[src/rtl/lfc_pkg.sv]
`timescale 1ns/1ps
// Package: shared sequencer state encoding.
// Assumes: one state register of STATE_W bits in lfc_fsm.
package lfc_pkg;
    localparam int STATE_W = 3;

    typedef enum logic [STATE_W-1:0] {
        ST_IDLE        = 3'd0,
        ST_START_COUNT = 3'd1,
        ST_WAIT_COUNT  = 3'd2,
        ST_READ_COUNT  = 3'd3,
        ST_START_DIV   = 3'd4,
        ST_WAIT_DIV    = 3'd5,
        ST_STORE       = 3'd6
    } seq_state_e;
endpackage

[src/rtl/lfc_fsm.sv]
`timescale 1ns/1ps
// Module: lfc_fsm
// Control state machine of the frequency sequencer. It decodes one-cycle
// strobes from the state, remembers counter completion, and flags an
// interval that ended without a count.
// Assumes: tick_i and cnt_done_i are synchronous to clk, and div_done_i
// is never raised in the cycle of div_start_o.
module lfc_fsm
    import lfc_pkg::*;
(
    input  logic clk,
    input  logic rst_n,
    input  logic tick_i,
    input  logic cnt_done_i,
    input  logic div_done_i,
    output logic cnt_start_o,
    output logic cnt_rd_o,
    output logic div_start_o,
    output logic store_o,
    output logic timeout_evt_o
);
    seq_state_e state_q, state_d;
    logic       done_seen_q;
    logic       count_ready;

    assign count_ready = done_seen_q | cnt_done_i;

    // State register with synchronous reset to idle.
    always_ff @(posedge clk) begin
        if (!rst_n) state_q <= ST_IDLE;
        else        state_q <= state_d;
    end

    // Remembers a completed count until the next counter start.
    always_ff @(posedge clk) begin
        if (!rst_n)
            done_seen_q <= 1'b0;
        else if (state_q == ST_START_COUNT)
            done_seen_q <= 1'b0;
        else if (state_q == ST_WAIT_COUNT && cnt_done_i)
            done_seen_q <= 1'b1;
    end

    // Next-state selection.
    always_comb begin
        state_d = state_q;
        unique case (state_q)
            ST_IDLE:        if (tick_i) state_d = ST_START_COUNT;
            ST_START_COUNT: state_d = ST_WAIT_COUNT;
            ST_WAIT_COUNT:  if (tick_i)
                                state_d = count_ready ? ST_READ_COUNT : ST_START_COUNT;
            ST_READ_COUNT:  state_d = ST_START_DIV;
            ST_START_DIV:   state_d = ST_WAIT_DIV;
            ST_WAIT_DIV:    if (div_done_i) state_d = ST_STORE;
            ST_STORE:       state_d = ST_START_COUNT;
            default:        state_d = ST_IDLE;
        endcase
    end

    // Strobe decode from the current state.
    always_comb begin
        cnt_start_o   = (state_q == ST_START_COUNT);
        cnt_rd_o      = (state_q == ST_READ_COUNT);
        div_start_o   = (state_q == ST_START_DIV);
        store_o       = (state_q == ST_STORE);
        timeout_evt_o = (state_q == ST_WAIT_COUNT) && tick_i && !count_ready;
    end

    // the counter start strobe lasts one cycle.
    a_r2_start_single: assert property (@(posedge clk) disable iff (!rst_n)
        cnt_start_o |=> !cnt_start_o);

    // a count read always follows a sampled tick.
    a_r3_read_on_tick: assert property (@(posedge clk) disable iff (!rst_n)
        $rose(cnt_rd_o) |-> $past(tick_i));

    // the divider start follows the read by one cycle.
    a_r4_div_after_read: assert property (@(posedge clk) disable iff (!rst_n)
        cnt_rd_o |=> div_start_o);

    // counting restarts right after a store.
    a_r6_restart: assert property (@(posedge clk) disable iff (!rst_n)
        store_o |=> cnt_start_o);
endmodule

[src/rtl/lfc_operands.sv]
`timescale 1ns/1ps
// Module: lfc_operands
// Divider operand registers. It snapshots the reference count and the
// measured count in the read cycle and holds them for the divider.
// Assumes: CNT_W <= DATA_W; the count is unsigned and is zero-extended.
module lfc_operands #(
    parameter int DATA_W = 24,
    parameter int CNT_W  = 15
) (
    input  logic              clk,
    input  logic              rst_n,
    input  logic              load_i,
    input  logic [DATA_W-1:0] ref_i,
    input  logic [CNT_W-1:0]  cnt_i,
    output logic [DATA_W-1:0] dividend_o,
    output logic [DATA_W-1:0] divisor_o
);
    localparam int PAD_W = DATA_W - CNT_W;

    logic [DATA_W-1:0] cnt_ext;

    generate
        if (PAD_W > 0) begin : g_pad
            assign cnt_ext = {{PAD_W{1'b0}}, cnt_i};
        end else begin : g_nopad
            assign cnt_ext = cnt_i[DATA_W-1:0];
        end
    endgenerate

    // Operand capture on the read strobe.
    always_ff @(posedge clk) begin
        if (!rst_n) begin
            dividend_o <= '0;
            divisor_o  <= '0;
        end else if (load_i) begin
            dividend_o <= ref_i;
            divisor_o  <= cnt_ext;
        end
    end

    // operands hold between reads.
    a_r4_operands_hold: assert property (@(posedge clk) disable iff (!rst_n)
        ($past(rst_n) && !$past(load_i)) |-> ($stable(dividend_o) && $stable(divisor_o)));
endmodule

[src/rtl/lfc_result.sv]
`timescale 1ns/1ps
// Module: lfc_result
// Frequency result and timeout flag. It keeps the last quotient and
// flags an interval that ended with no count.
// Assumes: the quotient is held by the divider while store_i is high.
module lfc_result #(
    parameter int DATA_W = 24
) (
    input  logic              clk,
    input  logic              rst_n,
    input  logic              store_i,
    input  logic              timeout_evt_i,
    input  logic [DATA_W-1:0] quot_i,
    output logic [DATA_W-1:0] freq_o,
    output logic              timeout_o
);
    // Frequency register, written only on store.
    always_ff @(posedge clk) begin
        if (!rst_n)       freq_o <= '0;
        else if (store_i) freq_o <= quot_i;
    end

    // Timeout flag: set by a missed interval, cleared by a store.
    always_ff @(posedge clk) begin
        if (!rst_n)             timeout_o <= 1'b0;
        else if (timeout_evt_i) timeout_o <= 1'b1;
        else if (store_i)       timeout_o <= 1'b0;
    end

    // the frequency changes only after a store.
    a_r5_freq_hold: assert property (@(posedge clk) disable iff (!rst_n)
        ($past(rst_n) && !$past(store_i)) |-> $stable(freq_o));

    // a store leaves the timeout flag clear.
    a_r8_timeout_clear: assert property (@(posedge clk) disable iff (!rst_n)
        store_i |=> !timeout_o);
endmodule

[src/rtl/lfc_sequencer.sv]
`timescale 1ns/1ps
// Module: lfc_sequencer (top)
// Runs the line frequency measurement: it starts the counter, reads the
// count on the interval tick, feeds the divider and keeps the quotient.
// Assumes: external counter and divider handshake as described in the
// brief; the divider holds its quotient one cycle after done.
module lfc_sequencer #(
    parameter int DATA_W = 24,
    parameter int CNT_W  = 15
) (
    input  logic              clk,
    input  logic              rst_n,
    input  logic              tick_i,
    output logic              cnt_start_o,
    input  logic              cnt_done_i,
    output logic              cnt_rd_o,
    input  logic [CNT_W-1:0]  cnt_value_i,
    output logic              div_start_o,
    input  logic              div_done_i,
    output logic [DATA_W-1:0] div_dividend_o,
    output logic [DATA_W-1:0] div_divisor_o,
    input  logic [DATA_W-1:0] div_quot_i,
    input  logic [DATA_W-1:0] ref_count_i,
    output logic [DATA_W-1:0] freq_o,
    output logic              timeout_o
);
    logic store;
    logic timeout_evt;

    lfc_fsm u_fsm (
        .clk           (clk),
        .rst_n         (rst_n),
        .tick_i        (tick_i),
        .cnt_done_i    (cnt_done_i),
        .div_done_i    (div_done_i),
        .cnt_start_o   (cnt_start_o),
        .cnt_rd_o      (cnt_rd_o),
        .div_start_o   (div_start_o),
        .store_o       (store),
        .timeout_evt_o (timeout_evt)
    );

    lfc_operands #(.DATA_W(DATA_W), .CNT_W(CNT_W)) u_ops (
        .clk        (clk),
        .rst_n      (rst_n),
        .load_i     (cnt_rd_o),
        .ref_i      (ref_count_i),
        .cnt_i      (cnt_value_i),
        .dividend_o (div_dividend_o),
        .divisor_o  (div_divisor_o)
    );

    lfc_result #(.DATA_W(DATA_W)) u_res (
        .clk           (clk),
        .rst_n         (rst_n),
        .store_i       (store),
        .timeout_evt_i (timeout_evt),
        .quot_i        (div_quot_i),
        .freq_o        (freq_o),
        .timeout_o     (timeout_o)
    );

    // a timeout only rises after a sampled tick.
    a_r7_timeout_on_tick: assert property (@(posedge clk) disable iff (!rst_n)
        $rose(timeout_o) |-> $past(tick_i));
endmodule

[config.mk]
export PLATFORM = sky130hd
export DESIGN_NAME = lfc_sequencer
export DESIGN_NICKNAME = d
export VERILOG_FILES = /design/src/rtl/lfc_pkg.sv /design/src/rtl/lfc_fsm.sv /design/src/rtl/lfc_operands.sv /design/src/rtl/lfc_result.sv /design/src/rtl/lfc_sequencer.sv
export SDC_FILE = /design/constraint.sdc
export NUM_CORES = 1
export LEC_CHECK = 0
export ABC_CLOCK_PERIOD_IN_PS = 2150
export BUFFER_PORTS_ARGS = -buffer_cell sky130_fd_sc_hd__buf_4
export CORE_ASPECT_RATIO = 2
export CORE_MARGIN = 4
export CORE_UTILIZATION = 48
export CTS_BUF_LIST = sky130_fd_sc_hd__clkbuf_8 sky130_fd_sc_hd__clkbuf_16
export CTS_CLUSTER_SIZE = 10
export DETAILED_ROUTE_END_ITERATION = 7
export PLACE_DENSITY = 0.87
export REMOVE_ABC_BUFFERS = 1
export SLEW_MARGIN = 10
export SYNTH_ARGS = -nofsm -noshare
export SYNTH_HDL_FRONTEND = slang
export SYNTH_HIERARCHICAL = 1
export SYNTH_SLANG_ARGS = --single-unit
[constraint.sdc]
create_clock -name clk -period 2.15 [get_ports clk]
set_clock_uncertainty 0.05 [all_clocks]
set_input_delay 0.215 -clock clk [delete_from_list [all_inputs] [get_ports clk]]
set_output_delay 0.215 -clock clk [all_outputs]
set_load 0.1 [all_outputs]
* Word-level counts from Yosys, hierarchy flattened *
Index checks and enable logic that the tools add are counted.

storage, ports and cells
  register bits after elaboration = 68
  latch bits = 0
  RAM bits = 0
  bits in read-only memories = 0
  memories = 0

operators by class
  add/subtract/negate cells = 0
  $mul = 0
  divide/modulo/power cells = 0
  magnitude comparators = 0
  equal/unequal tests = 9
  shift-type cells = 0
  muxes and demuxes = 7
  bitwise logic cells = 2
  reduce and logical (&&, ||, !) cells = 8

operators with widths
  operator            number
  $pmux 3 s7          1
  $eq 3x3->1 const B  3
  $mux 3              3
  $eq 3x2->1 const B  2
  $ne 2x2->1 const B  3
  $eq 3x1->1 const B  1
  $logic_and 1x1->1   3
  $logic_not 3->1     1
  $reduce_and 3->1    1
  $mux 1              2
  $mux 2              1
  $reduce_bool 2->1   1
  $reduce_or 2->1     1
  $logic_not 1->1     1
  $not 1->1           1
  $or 1x1->1          1

* Longest topological paths before layout *
Gate-level depths: netlist (run 1).

  word-level depth = 4
  depth in mapped cells = 7
  gate-level depth less buffers = 3

* Hierarchy *
The synthesis (run 1) kept the hierarchy.

by module, submodules not included
  module        times used  cells each  area each (um2)  seq. area each (um2)
  lfc_operands  1           136         1560.2           780.7
  lfc_result    1           80          965.9            500.5
  lfc_fsm       1           24          252.7            80.1

* Worst setup path before layout (run 1) *
Ideal clock, no wire load.

  path type = flip-flop to output port
  from = reg u_fsm.state_q[2]
  to = out div_start_o
  data arrival time = 2648 ps
  required time = 1885 ps
  slack = -763 ps
  stages on the path, launching flop included = 3
  path buffers = 1
  path through = dfxtp_1 > buf_4 > nor3b_1

between the ends
  longest elaborated chain between the ends = 1

ends and longest elaborated chain
  what                    line                 text
  start, declared         lfc_fsm.sv:22        seq_state_e state_q, state_d;
  start signal, assigned  lfc_fsm.sv:31        else state_q <= state_d;
  $eq 3x3->1              lfc_fsm.sv:64        div_start_o = (state_q == ST_START_DIV);
  end, declared           lfc_sequencer.sv:18  output logic div_start_o,

Every way passes these cells.

* Worst setup path after layout (run 1) *
  from = reg u_fsm.state_q[1]
  to = out cnt_rd_o

between the ends
  longest elaborated chain between the ends = 1

ends and longest elaborated chain
  what           line                 text
  $eq 3x2->1     lfc_fsm.sv:63        cnt_rd_o = (state_q == ST_READ_COUNT);
  end, declared  lfc_sequencer.sv:16  output logic cnt_rd_o,

Every way passes these cells.

==> impl_metrics.py, run 1 <==
metrics = {
    "run_status": {
        "status": "finished clean",
    },
    "place": {
        "finalWeightedCongestion": 0.770,
        "portBuffers": 134,
        "hpwl_um": 4930,
        "numPlacedInstances": 424,
    },
    "layout": {
        "fin_util_pct": 70.5,
        "antenna_cells": 0,
        "layoutNonFillerInstCount": 439,
        "layout_common_cells": "buf_4 (139), dfxtp_1 (68), nor2b_1 (65)",
        "fin_nets": 442,
        "areaGrowthSynthToFinish_pct": 43.7,
        "layout_commonest_cell": "buf_4",
        "layout-drive-gt1-share_pct": 42.1,
    },
    "worst_setup_path": {
        "rr_startpoint": "u_fsm/state_q[2]",
        "worst-path-buf-inv": 1,
        "startpoint_type": "register",
        "cp_slowest_cell": "dfxtp_1",
        "crit_path_max_fanout": 10,
        "worstSetupEndpointType": "primary output",
        "crit_arrival_ns": 1.53,
        "r2r-end": "u_res/freq_o[21]",
        "crit_type": "register to primary output",
        "rrSetupSlack_ns": 0.42,
        "worstPathRequired_ns": 1.88,
        "crit_family": "flip-flops",
        "slowest_delay_ns": 0.48,
        "reg2regPathDepth": 4,
        "cp_cell_sequence": "and3b_2, buf_4",
    },
    "clocking": {
        "cts_tree": "built",
        "cts_resized": 0,
        "postCtsSetupRepairBufs": 0,
        "clk_path_buf_depth": 2,
        "cts.clk_slew.worst_paths_ns": 0.05,
        "cts_made_buffers": 9,
        "h-tree-depth": 3,
        "cts.sinks": 68,
        "ctsHoldBuffers": 0,
        "clk_latency_ns": 0.32,
        "cts_root_buf": "clkbuf_16",
    },
    "min_path": {
        "holdPathEnd": "u_res/freq_o[18]",
        "worstHoldStart": "div_quot_i[18]",
        "hp-class": "primary input to register",
        "hold-path-cell-count": 3,
    },
    "synthesis": {
        "yosysUniqueCellTypes": 26,
        "yosysSeqAreaShare_pct": 49.0,
        "avgSynthCellArea_um2": 11.6,
        "yosysTopAreaCellShare_pct": 49.0,
        "yosys_warnings": 6,
        "ys_ff_latch": 68,
        "synth_area_leader_cell": "dfxtp_1",
        "netlist_instances": 240,
        "synth_area_leaders": "dfxtp_1 (49%), mux2i_1 (23%), nor2b_1 (15%), buf_4 (3.5%), buf_12 (2.2%)",
        "syn_area_um2": 2780,
    },
    "global_route": {
        "antenna_found_initial": 0,
        "grt.total_usage_pct": 19.0,
        "grt_pass1_wl_um": 9890,
        "grt_start_max_net_pins": 52,
        "overflow": 0,
        "grt_pass1_vias": 2085,
    },
    "sta": {
        "fin_crit_ns": 1.79,
        "slew_viol_final": 0,
        "fin_crit_sh_pct": 83.4,
        "timing.fmax_mhz": 558,
        "hold_viol": 0,
        "rsz0062_at_grt": "no",
        "setup_viol": 0,
    },
    "power_and_ir_drop": {
        "power_density_nw_per_um2": 745,
        "ir_drop_v": 0.000884,
        "p_leak_uw": 0.00165,
    },
    "detailed_routing": {
        "routed_wl_um": 6560,
        "via_per_inst": 4.76,
        "route.vias.total": 2090,
        "postRouteAntennaNets": 0,
        "first_pass_iters": 4,
        "drc_errors": 0,
        "avgRoutedWirePerCell_um": 14.9,
        "initialDrtViolationCount": 52,
    },
    "die": {
        "die_area_um2": 7140,
        "ioPinCount": 144,
        "rows": 39,
        "core_um2": 5660,
        "start_util_pct": 49.1,
        "fp.dieH_um": 116,
        "die_w_um": 61.8,
    },
    "flow_run": {
        "maxCapViolCount": 0,
    },
}
## worst reg2reg max path, stage by stage (launching register included)
cell     delay (ns)
dfxtp_1        0.51
and3b_2        0.45
buf_4          0.26
mux2i_1        0.25
nor2b_1        0.08
## final cells by class
type / count / area (um^2)
Fill cell: 433 / 1670
Sequential cell: 68 / 1360
Inverter: 1 / 3.75
Multi-Input combinational cell: 155 / 1240
Tap cell: 61 / 76.3
Clock buffer: 11 / 253
Timing Repair Buffer: 139 / 1040
Clock inverter: 4 / 17.5
## where the power goes
| group | total, uW | internal, uW | switching [uW] |
|---|---|---|---|
| clock | 1300 | 822 | 480 |
| sequential | 1290 | 1280 | 14.0 |
| combinational | 380 | 141 | 239 |
| total | 2980 | 2240 | 733 |
## through the flow
stage          setup TNS (ns)  setup slack, ns  power, uW  hold slack [ns]  cell area [um^2]
6_report                    0            0.357       2980            0.102              3990
5_1_grt                     0            0.266       3090            0.102              3990
4_1_cts                     0            0.321       3010           0.0885              3990
3_5_place_dp                0            0.481       1700            0.425              3720
3_3_place_gp                0            0.544       1700            0.413              3720
2_1_floorplan          -37.48           -0.905       1560            0.282              2600
## cells by family (layout without fill, tap and decap cells)
kind of cell           Yosys count  after routing  synth area share [%]
buffers and inverters           25            155                  7.61
multiplexers                    63             63                  22.7
flip-flops                      68             68                  49.0
AND/OR/NAND/NOR                 76             76                  18.5
other                            1              9                 0.135
AO/OA/AOI/OAI                    7              7                  2.07
## synthesized netlist by cell type
library cell and n:
buf_8 1, o21bai_1 1, and2b_2 1, mux2i_1 63, and3b_2 1, a32o_1 1
buf_12 3, or3b_1 3, nor3b_2 1, buf_4 13, o21ai_0 1, buf_2 1
dfxtp_1 68, o21a_1 2, a21boi_1 1, inv_1 1, conb_1 1, nor3b_1 1
a211oi_2 1, and4bb_2 1, nor4b_2 1, buf_6 1, clkbuf_1 5, nand2b_1 1
nor2b_1 65, and3b_1 1
## routing by layer
| layer | routed length, um | share of wire (%) | GRT usage (%) |
|---|---|---|---|
| met5 | 0 | 0 | 0 |
| met4 | 104 | 1.6 | 8.64 |
| met2 | 3840 | 58 | 34.1 |
| met1 | 2200 | 34 | 19.0 |
| met3 | 418 | 6.4 | 5.91 |
## registers in the layout (all words and copies together) (netlist names)
| name | flops |
|---|---|
| u_fsm/done_seen_q | 1 |
| u_fsm/state_q | 3 |
| u_ops/dividend_o | 24 |
| u_ops/divisor_o | 15 |
| u_res/freq_o | 24 |
| u_res/timeout_o | 1 |
## how the worst max path moves through the flow
stage | slack, ns | depth (start not counted) | end | start
global route | 0.27 | 2 | cnt_rd_o | u_fsm/state_q[1]
floorplan | -0.91 | 3 | u_ops/dividend_o[0] | u_fsm/state_q[1]
detailed placement | 0.48 | 4 | u_ops/dividend_o[21] | u_fsm/state_q[1]
global placement | 0.54 | 4 | u_res/freq_o[2] | u_fsm/state_q[2]
CTS | 0.32 | 2 | cnt_rd_o | u_fsm/state_q[1]
finish | 0.36 | 2 | cnt_rd_o | u_fsm/state_q[1]
No activity file was read; power rests on OpenSTA's default activity.
==> run 2, diff against run 1 <==
- ABC_AREA: not set -> 1
- ABC_CLOCK_PERIOD_IN_PS: 2150 -> 1540
- CORE_UTILIZATION: 48 -> 40
- PLACE_DENSITY: 0.87 -> 0.78
- clock period: 2.15 -> 1.54 ns (I/O delays scaled with it)
==> run 2 against run 1 <==
Effect of this change:
- utilization is 7.0 points lower
- sequential share of layout area is 1.9 points lower
- die area is 18% higher
- worst setup slack worse by 0.30 ns
- cell area is 6.2% higher
- combinational power is 140% higher
- sequential power is 43% higher
- clock-buffer cell count is 1 higher
- total power is 55% higher
- wire length is 15% higher
- register-to-register slack worse by 0.31 ns
- critical endpoint is now cnt_start_o
- largest cell class unchanged
- highest routed layer unchanged
==> impl_metrics.py, run 2 <==
metrics = {
    "clocking": {
        "cts_root_buf": "clkbuf_16",
        "cts_tree": "built",
        "cts.clk_slew.worst_paths_ns": 0.05,
        "clk_path_buf_depth": 2,
        "cts.sinks": 68,
        "cts_made_buffers": 9,
        "h-tree-depth": 3,
        "clk_latency_ns": 0.32,
    },
    "die": {
        "core_um2": 6670,
        "ioPinCount": 144,
        "start_util_pct": 41.5,
        "die_area_um2": 8400,
        "die_w_um": 66.8,
        "fp.dieH_um": 126,
        "rows": 42,
    },
    "synthesis": {
        "synthTopCellsByCount": "nor2_1 (133), nand2_1 (87), dfxtp_1 (68), inv_1 (47), o21ai_0 (25)",
        "yosysSeqAreaShare_pct": 49.1,
        "yosys_warnings": 6,
        "async_flop_share_pct": 0,
        "synth_edf_count": 0,
        "syn_area_um2": 2770,
        "ys_ff_latch": 68,
        "avgSynthCellArea_um2": 6.86,
        "yosysMostFrequentCell": "nor2_1",
        "synth_area_leaders": "dfxtp_1 (49%), nor2_1 (18%), nand2_1 (12%), inv_1 (6.4%), o21ai_0 (4.5%)",
        "yosysUniqueCellTypes": 18,
        "synth_ff_type": "dfxtp_1",
        "synth_area_leader_cell": "dfxtp_1",
        "yosysTopAreaCellShare_pct": 49.1,
        "netlist_instances": 404,
    },
    "worst_setup_path": {
        "worstSetupEndpointType": "primary output",
        "cp_cell_sequence": "inv_2, nor2_2, nand2_1, inv_1, buf_12",
        "worstPathRequired_ns": 1.34,
        "crit_arrival_ns": 1.28,
        "slowest_delay_ns": 0.38,
        "cp_slowest_cell": "dfxtp_4",
        "crit_type": "register to primary output",
        "startpoint_type": "register",
        "crit_path_max_fanout": 6,
    },
    "detailed_routing": {
        "routed_wl_um": 7540,
        "initialDrtViolationCount": 115,
        "postRouteAntennaNets": 0,
        "first_pass_iters": 4,
        "drc_errors": 0,
        "avgRoutedWirePerCell_um": 11.8,
        "route.vias.total": 2811,
        "via_per_inst": 4.40,
    },
    "power_and_ir_drop": {
        "internal_power_uw": 3280,
        "clkPwrFrac_pct": 40.2,
        "pwr-share-comb_pct": 19.7,
        "ir_drop_v": 0.000811,
        "power_density_nw_per_um2": 1090,
        "p_sw_uw": 1320,
        "p_leak_uw": 0.00224,
        "power_frac_seq_pct": 40.1,
        "swShare_pct": 28.8,
    },
    "global_route": {
        "use_met3_pct": 5.70,
        "grt_start_max_net_pins": 68,
        "grt_busiest_layer": "met2",
        "overflow": 0,
        "use_met2_pct": 33.0,
        "grt.total_usage_pct": 17.9,
        "antenna_found_initial": 0,
        "grt_pass1_wl_um": 11500,
        "grt_pass1_vias": 2666,
        "grt_util_met1_pct": 16.6,
    },
    "layout": {
        "fin_nets": 616,
        "top_regs": "u_ops/dividend_o x24, u_res/freq_o x24, u_ops/divisor_o x15",
        "fill_cells": 608,
        "layout_commonest_cell": "buf_4",
        "layout_common_cells": "buf_4 (135), nor2_1 (133), nand2_1 (87)",
        "areaGrowthSynthToFinish_pct": 53.0,
        "layout-drive-gt1-share_pct": 29.9,
        "antenna_cells": 0,
        "layoutNonFillerInstCount": 639,
    },
    "sta": {
        "tightest_slew_ns": 0.619,
        "timing.fmax_mhz": 676,
        "hold_viol": 0,
        "slew_headroom_pct": 58.7,
        "slew_viol_final": 0,
        "setup_viol": 0,
        "rsz0062_at_grt": "yes",
        "setup_ws_ns": 0.0597,
        "fin_crit_sh_pct": 96.1,
        "fin_crit_ns": 1.48,
    },
    "flow_run": {
        "maxCapViolCount": 0,
    },
    "place": {
        "hpwl_um": 5280,
        "portBuffers": 134,
        "post-place-ws_ns": 0.0823,
        "numPlacedInstances": 610,
        "finalWeightedCongestion": 0.817,
    },
    "min_path": {
        "hp-class": "primary input to register",
    },
    "run_status": {
        "status": "finished clean",
    },
}
## run 2: area by class of cell
cell class / count / area, um^2 / share of cell area, %
clock buffer: 12 / 267 / 6.29
clock inverter: 2 / 10.0 / 0.236
inverter: 51 / 196 / 4.63
multi-input combinational: 265 / 1050 / 24.9
sequential: 68 / 1370 / 32.2
tap: 88 / 110 / 2.60
timing repair buffer: 153 / 1240 / 29.2
## run 2: cell families (layout without fill, tap and decap cells)
family	count (synthesis)	after routing	synth area share, %
and+or+nand+nor	227	227	31.2
buffers and inverters	79	218	14.3
DFF	68	68	49.1
AOI/OAI and AO/OA	29	29	5.24
other	1	9	0.135
## run 2: critical path: cells and delay by family, from the launching register on
kind / cells / cell delay, ns
AND/OR/NAND/NOR: 2 / 0.22
buffers and inverters: 3 / 0.35
flip-flops: 1 / 0.38
## run 2: through the flow
step	instance area (um^2)	util, %	TNS, ns	hold slack [ns]	power [uW]
detailed placement	3760	56.3	0	0.332	2740
global placement	3760	56.3	0	0.326	2730
CTS	4190	62.7	0	0.0000732	4660
global route	4240	63.5	-0.0334	0.0190	4800
finish	4240	63.5	0	0.0142	4600
floorplan	2600	-	-59.89	0.213	2480
## run 2: worst paths after layout
check	from	endpoint	slack, ns	cells after the start
hold reg to reg	u_fsm/done_seen_q	u_fsm/done_seen_q	0.40	2
setup / recovery	u_fsm/state_q[0]	cnt_start_o	0.06	5
hold / removal	div_quot_i[12]	u_res/freq_o[12]	0.01	3
setup reg to reg	u_fsm/state_q[2]	u_ops/dividend_o[19]	0.11	8
## run 2: metal layers
metal  up-vias  share of wire (%)  wire (um)
met3        13                8.4        635
li1       1458                  -          -
met1      1219                 34       2590
met4         0                2.4        179
met5         -                  0          0
met2       121                 55       4130
## run 2: what timing repair did
action,in CTS,in global routing
hold buffers,12,0
endpoints found under the setup margin,2,31
hold endpoints to repair,12,0
gates resized for setup,5,8
buffers inserted,2,0
cloned,0,1
## run 2: power by group through the flow
stage | registers, uW | logic (uW) | clock network, uW
finish | 1850 | 905 | 1850
global route | 1850 | 962 | 1980
CTS | 1850 | 894 | 1920
detailed placement | 1880 | 862 | 0
global placement | 1880 | 853 | 0
floorplan | 2200 | 273 | 0
==> run 3, diff against run 2 <==
- CORE_UTILIZATION: 40 -> 39
- SYNTH_HIERARCHICAL: 1 -> not set
==> run 3 against run 2 <==
Effect of this change:
- critical endpoint is now div_start_o
- final cell count fell by 15%
- cell area decreased by 10%
- synthesized cell count down 21%
- worst setup slack better by 0.019 ns
- worst hold slack gained 0.0074 ns
- sequential power fell by 3%
- non-clock buffer count fell by 13
- clock-buffer cell count is 1 lower
- total power down 10%
- sequential share of layout area increased by 3.6 points
- flip-flop and latch count is the same
- register-to-register slack improved by 0.18 ns
==> impl_metrics.py, run 3 <==
metrics = {
    "synthesis": {
        "synth_ff_type": "dfxtp_1",
        "synth_edf_count": 0,
        "yosys_warnings": 0,
        "netlist_instances": 320,
        "synth_area_leader_cell": "dfxtp_1",
        "syn_area_um2": 2490,
        "async_flop_share_pct": 0,
        "avgSynthCellArea_um2": 7.79,
        "yosysUniqueCellTypes": 17,
        "yosysSeqAreaShare_pct": 54.6,
        "ys_ff_latch": 68,
        "yosysMostFrequentCell": "nor2_1",
        "synthTopCellsByCount": "nor2_1 (132), dfxtp_1 (68), o21ai_0 (55), buf_4 (14), o21ai_1 (10)",
        "yosysTopAreaCellShare_pct": 54.6,
        "synth_area_leaders": "dfxtp_1 (55%), nor2_1 (20%), o21ai_0 (11%), buf_4 (4.2%), o21ai_1 (2.0%)",
    },
    "min_path": {
        "hold-path-cell-count": 3,
        "hp-class": "primary input to register",
    },
    "sta": {
        "slew_viol_final": 0,
        "setup_viol": 0,
        "rsz0062_at_grt": "no",
        "fin_crit_sh_pct": 94.9,
        "fin_crit_ns": 1.46,
        "tns_ns": 0,
        "timing.fmax_mhz": 685,
        "slew_headroom_pct": 63.7,
        "tightest_slew_ns": 0.545,
        "hold_viol": 0,
    },
    "clocking": {
        "cts.sinks": 68,
        "cts_made_buffers": 9,
        "cts.clk_slew.worst_paths_ns": 0.05,
        "cts_root_buf": "clkbuf_16",
        "postCtsSetupRepairBufs": 0,
        "ctsHoldBuffers": 0,
        "clk_latency_ns": 0.32,
        "h-tree-depth": 3,
        "clk_path_buf_depth": 2,
        "cts_tree": "built",
    },
    "power_and_ir_drop": {
        "swShare_pct": 25.0,
        "power_frac_seq_pct": 43.5,
        "clkPwrFrac_pct": 43.4,
        "ir_drop_v": 0.000704,
        "internal_power_uw": 3110,
        "p_leak_uw": 0.00174,
        "p_sw_uw": 1030,
        "power_density_nw_per_um2": 1090,
        "pwr-share-comb_pct": 13.0,
    },
    "global_route": {
        "grt.total_usage_pct": 17.7,
        "overflow": 0,
        "grt_pass1_vias": 2287,
        "antenna_found_initial": 0,
        "grt_start_max_net_pins": 67,
        "grt_pass1_wl_um": 10400,
    },
    "die": {
        "start_util_pct": 39.8,
        "core_um2": 6260,
        "rows": 41,
        "die_w_um": 64.5,
        "die_area_um2": 7810,
        "fp.dieH_um": 121,
        "ioPinCount": 144,
    },
    "detailed_routing": {
        "postRouteAntennaNets": 0,
        "via_per_inst": 4.60,
        "first_pass_iters": 4,
        "drc_errors": 0,
        "avgRoutedWirePerCell_um": 12.8,
        "routed_wl_um": 6950,
        "initialDrtViolationCount": 84,
        "route.vias.total": 2486,
    },
    "worst_setup_path": {
        "worst-path-buf-inv": 2,
        "slowest_delay_ns": 0.34,
        "reg2regPathDepth": 5,
        "worstSetupEndpointType": "primary output",
        "cp_slowest_cell": "dfxtp_2",
        "crit_path_max_fanout": 5,
        "crit_family": "flip-flops",
        "crit_cells": 4,
        "cp_cell_sequence": "inv_1, nand2_1, nor2_4, buf_12",
        "worstPathRequired_ns": 1.34,
        "startpoint_type": "register",
        "crit_arrival_ns": 1.26,
        "crit_type": "register to primary output",
    },
    "layout": {
        "antenna_cells": 0,
        "fill_cells": 608,
        "areaGrowthSynthToFinish_pct": 52.6,
        "layout-drive-gt1-share_pct": 35.6,
        "layout_common_cells": "buf_4 (137), nor2_1 (131), dfxtp_1 (66)",
        "fin_nets": 519,
        "top_regs": "u_ops.dividend_o x24, u_res.freq_o x24, u_ops.divisor_o x15",
        "layout_commonest_cell": "buf_4",
        "layoutNonFillerInstCount": 541,
    },
    "run_status": {
        "status": "finished clean",
    },
    "place": {
        "hpwl_um": 5230,
        "portBuffers": 134,
        "finalWeightedCongestion": 0.777,
        "numPlacedInstances": 526,
    },
    "flow_run": {
        "maxCapViolCount": 0,
    },
}
run 3: cell count changes after synthesis, sizes merged:
| cell | delta |
|---|---|
| nor3 | -1 |
| nor2 | -2 |
| nand2 | -80 |
| inv | -44 |
| nand3 | +3 |
| buf | -1 |
| clkbuf | +1 |
| o21ai | +40 |
run 3: worst reg2reg max path, cell delays in order (launching register included):
cell,delay [ns]
dfxtp_2,0.41
nand3_2,0.11
inv_2,0.17
buf_4,0.26
nor2_1,0.06
nor2_1,0.12
run 3: metrics by stage:
step	util, %	hold slack (ns)	worst slack [ns]	power, uW	cell area (um^2)
after floorplan	-	0.224	-0.454	2170	2340
after global placement	56.0	0.341	0.322	2360	3500
after detailed placement	56.0	0.348	0.274	2370	3500
after CTS	60.5	0.0119	0.00591	4190	3790
after global routing	60.8	0.0250	0.0218	4330	3810
final	60.8	0.0216	0.0792	4140	3810
run 3: cell type report:
class	count	area, um^2	share of cell area [%]
inverter	7	26.3	0.690
sequential	68	1360	35.8
clock buffer	11	253	6.64
tap	86	108	2.83
timing repair buffer	140	1070	28.2
multi-input combinational	225	963	25.3
clock inverter	4	17.5	0.460
run 3: kinds of logic (layout without fill, tap and decap cells):
kind of cell / count (synthesis) / in the layout / share of synthesized area, %
compound gates: 69 / 69 / 13.8
buf+inv: 35 / 162 / 8.28
flops: 68 / 68 / 54.6
other cells: 1 / 9 / 0.150
simple gates: 147 / 147 / 23.1
run 3: worst paths after layout:
check	to	startpoint	slack, ns
min reg2reg	u_fsm.done_seen_q	u_fsm.done_seen_q	0.42
max reg2reg	u_ops.dividend_o[9]	u_fsm.state_q[0]	0.29
max	div_start_o	u_fsm.state_q[1]	0.08
min	u_res.freq_o[15]	div_quot_i[15]	0.02
run 3: timing repair:
| action | CTS | global route |
|---|---|---|
| pin swaps | 0 | 0 |
| gates cloned | 0 | 0 |
| gates resized for setup | 4 | 6 |
| endpoints found under the setup margin | 3 | 3 |
run 3: power by group through the flow:
stage | clock [uW] | sequential (uW) | combinational, uW
finish | 1800 | 1800 | 539
global route | 1960 | 1800 | 571
CTS | 1850 | 1800 | 538
detailed placement | 0 | 1840 | 534
global placement | 0 | 1840 | 529
floorplan | 0 | 1970 | 197
run 3: routing by layer:
metal  GRT usage (%)  share of wire (%)
met1            16.9                 34
met2            30.4                 54
met3            4.63                7.1
met4            15.1                4.9
met5               0                  0
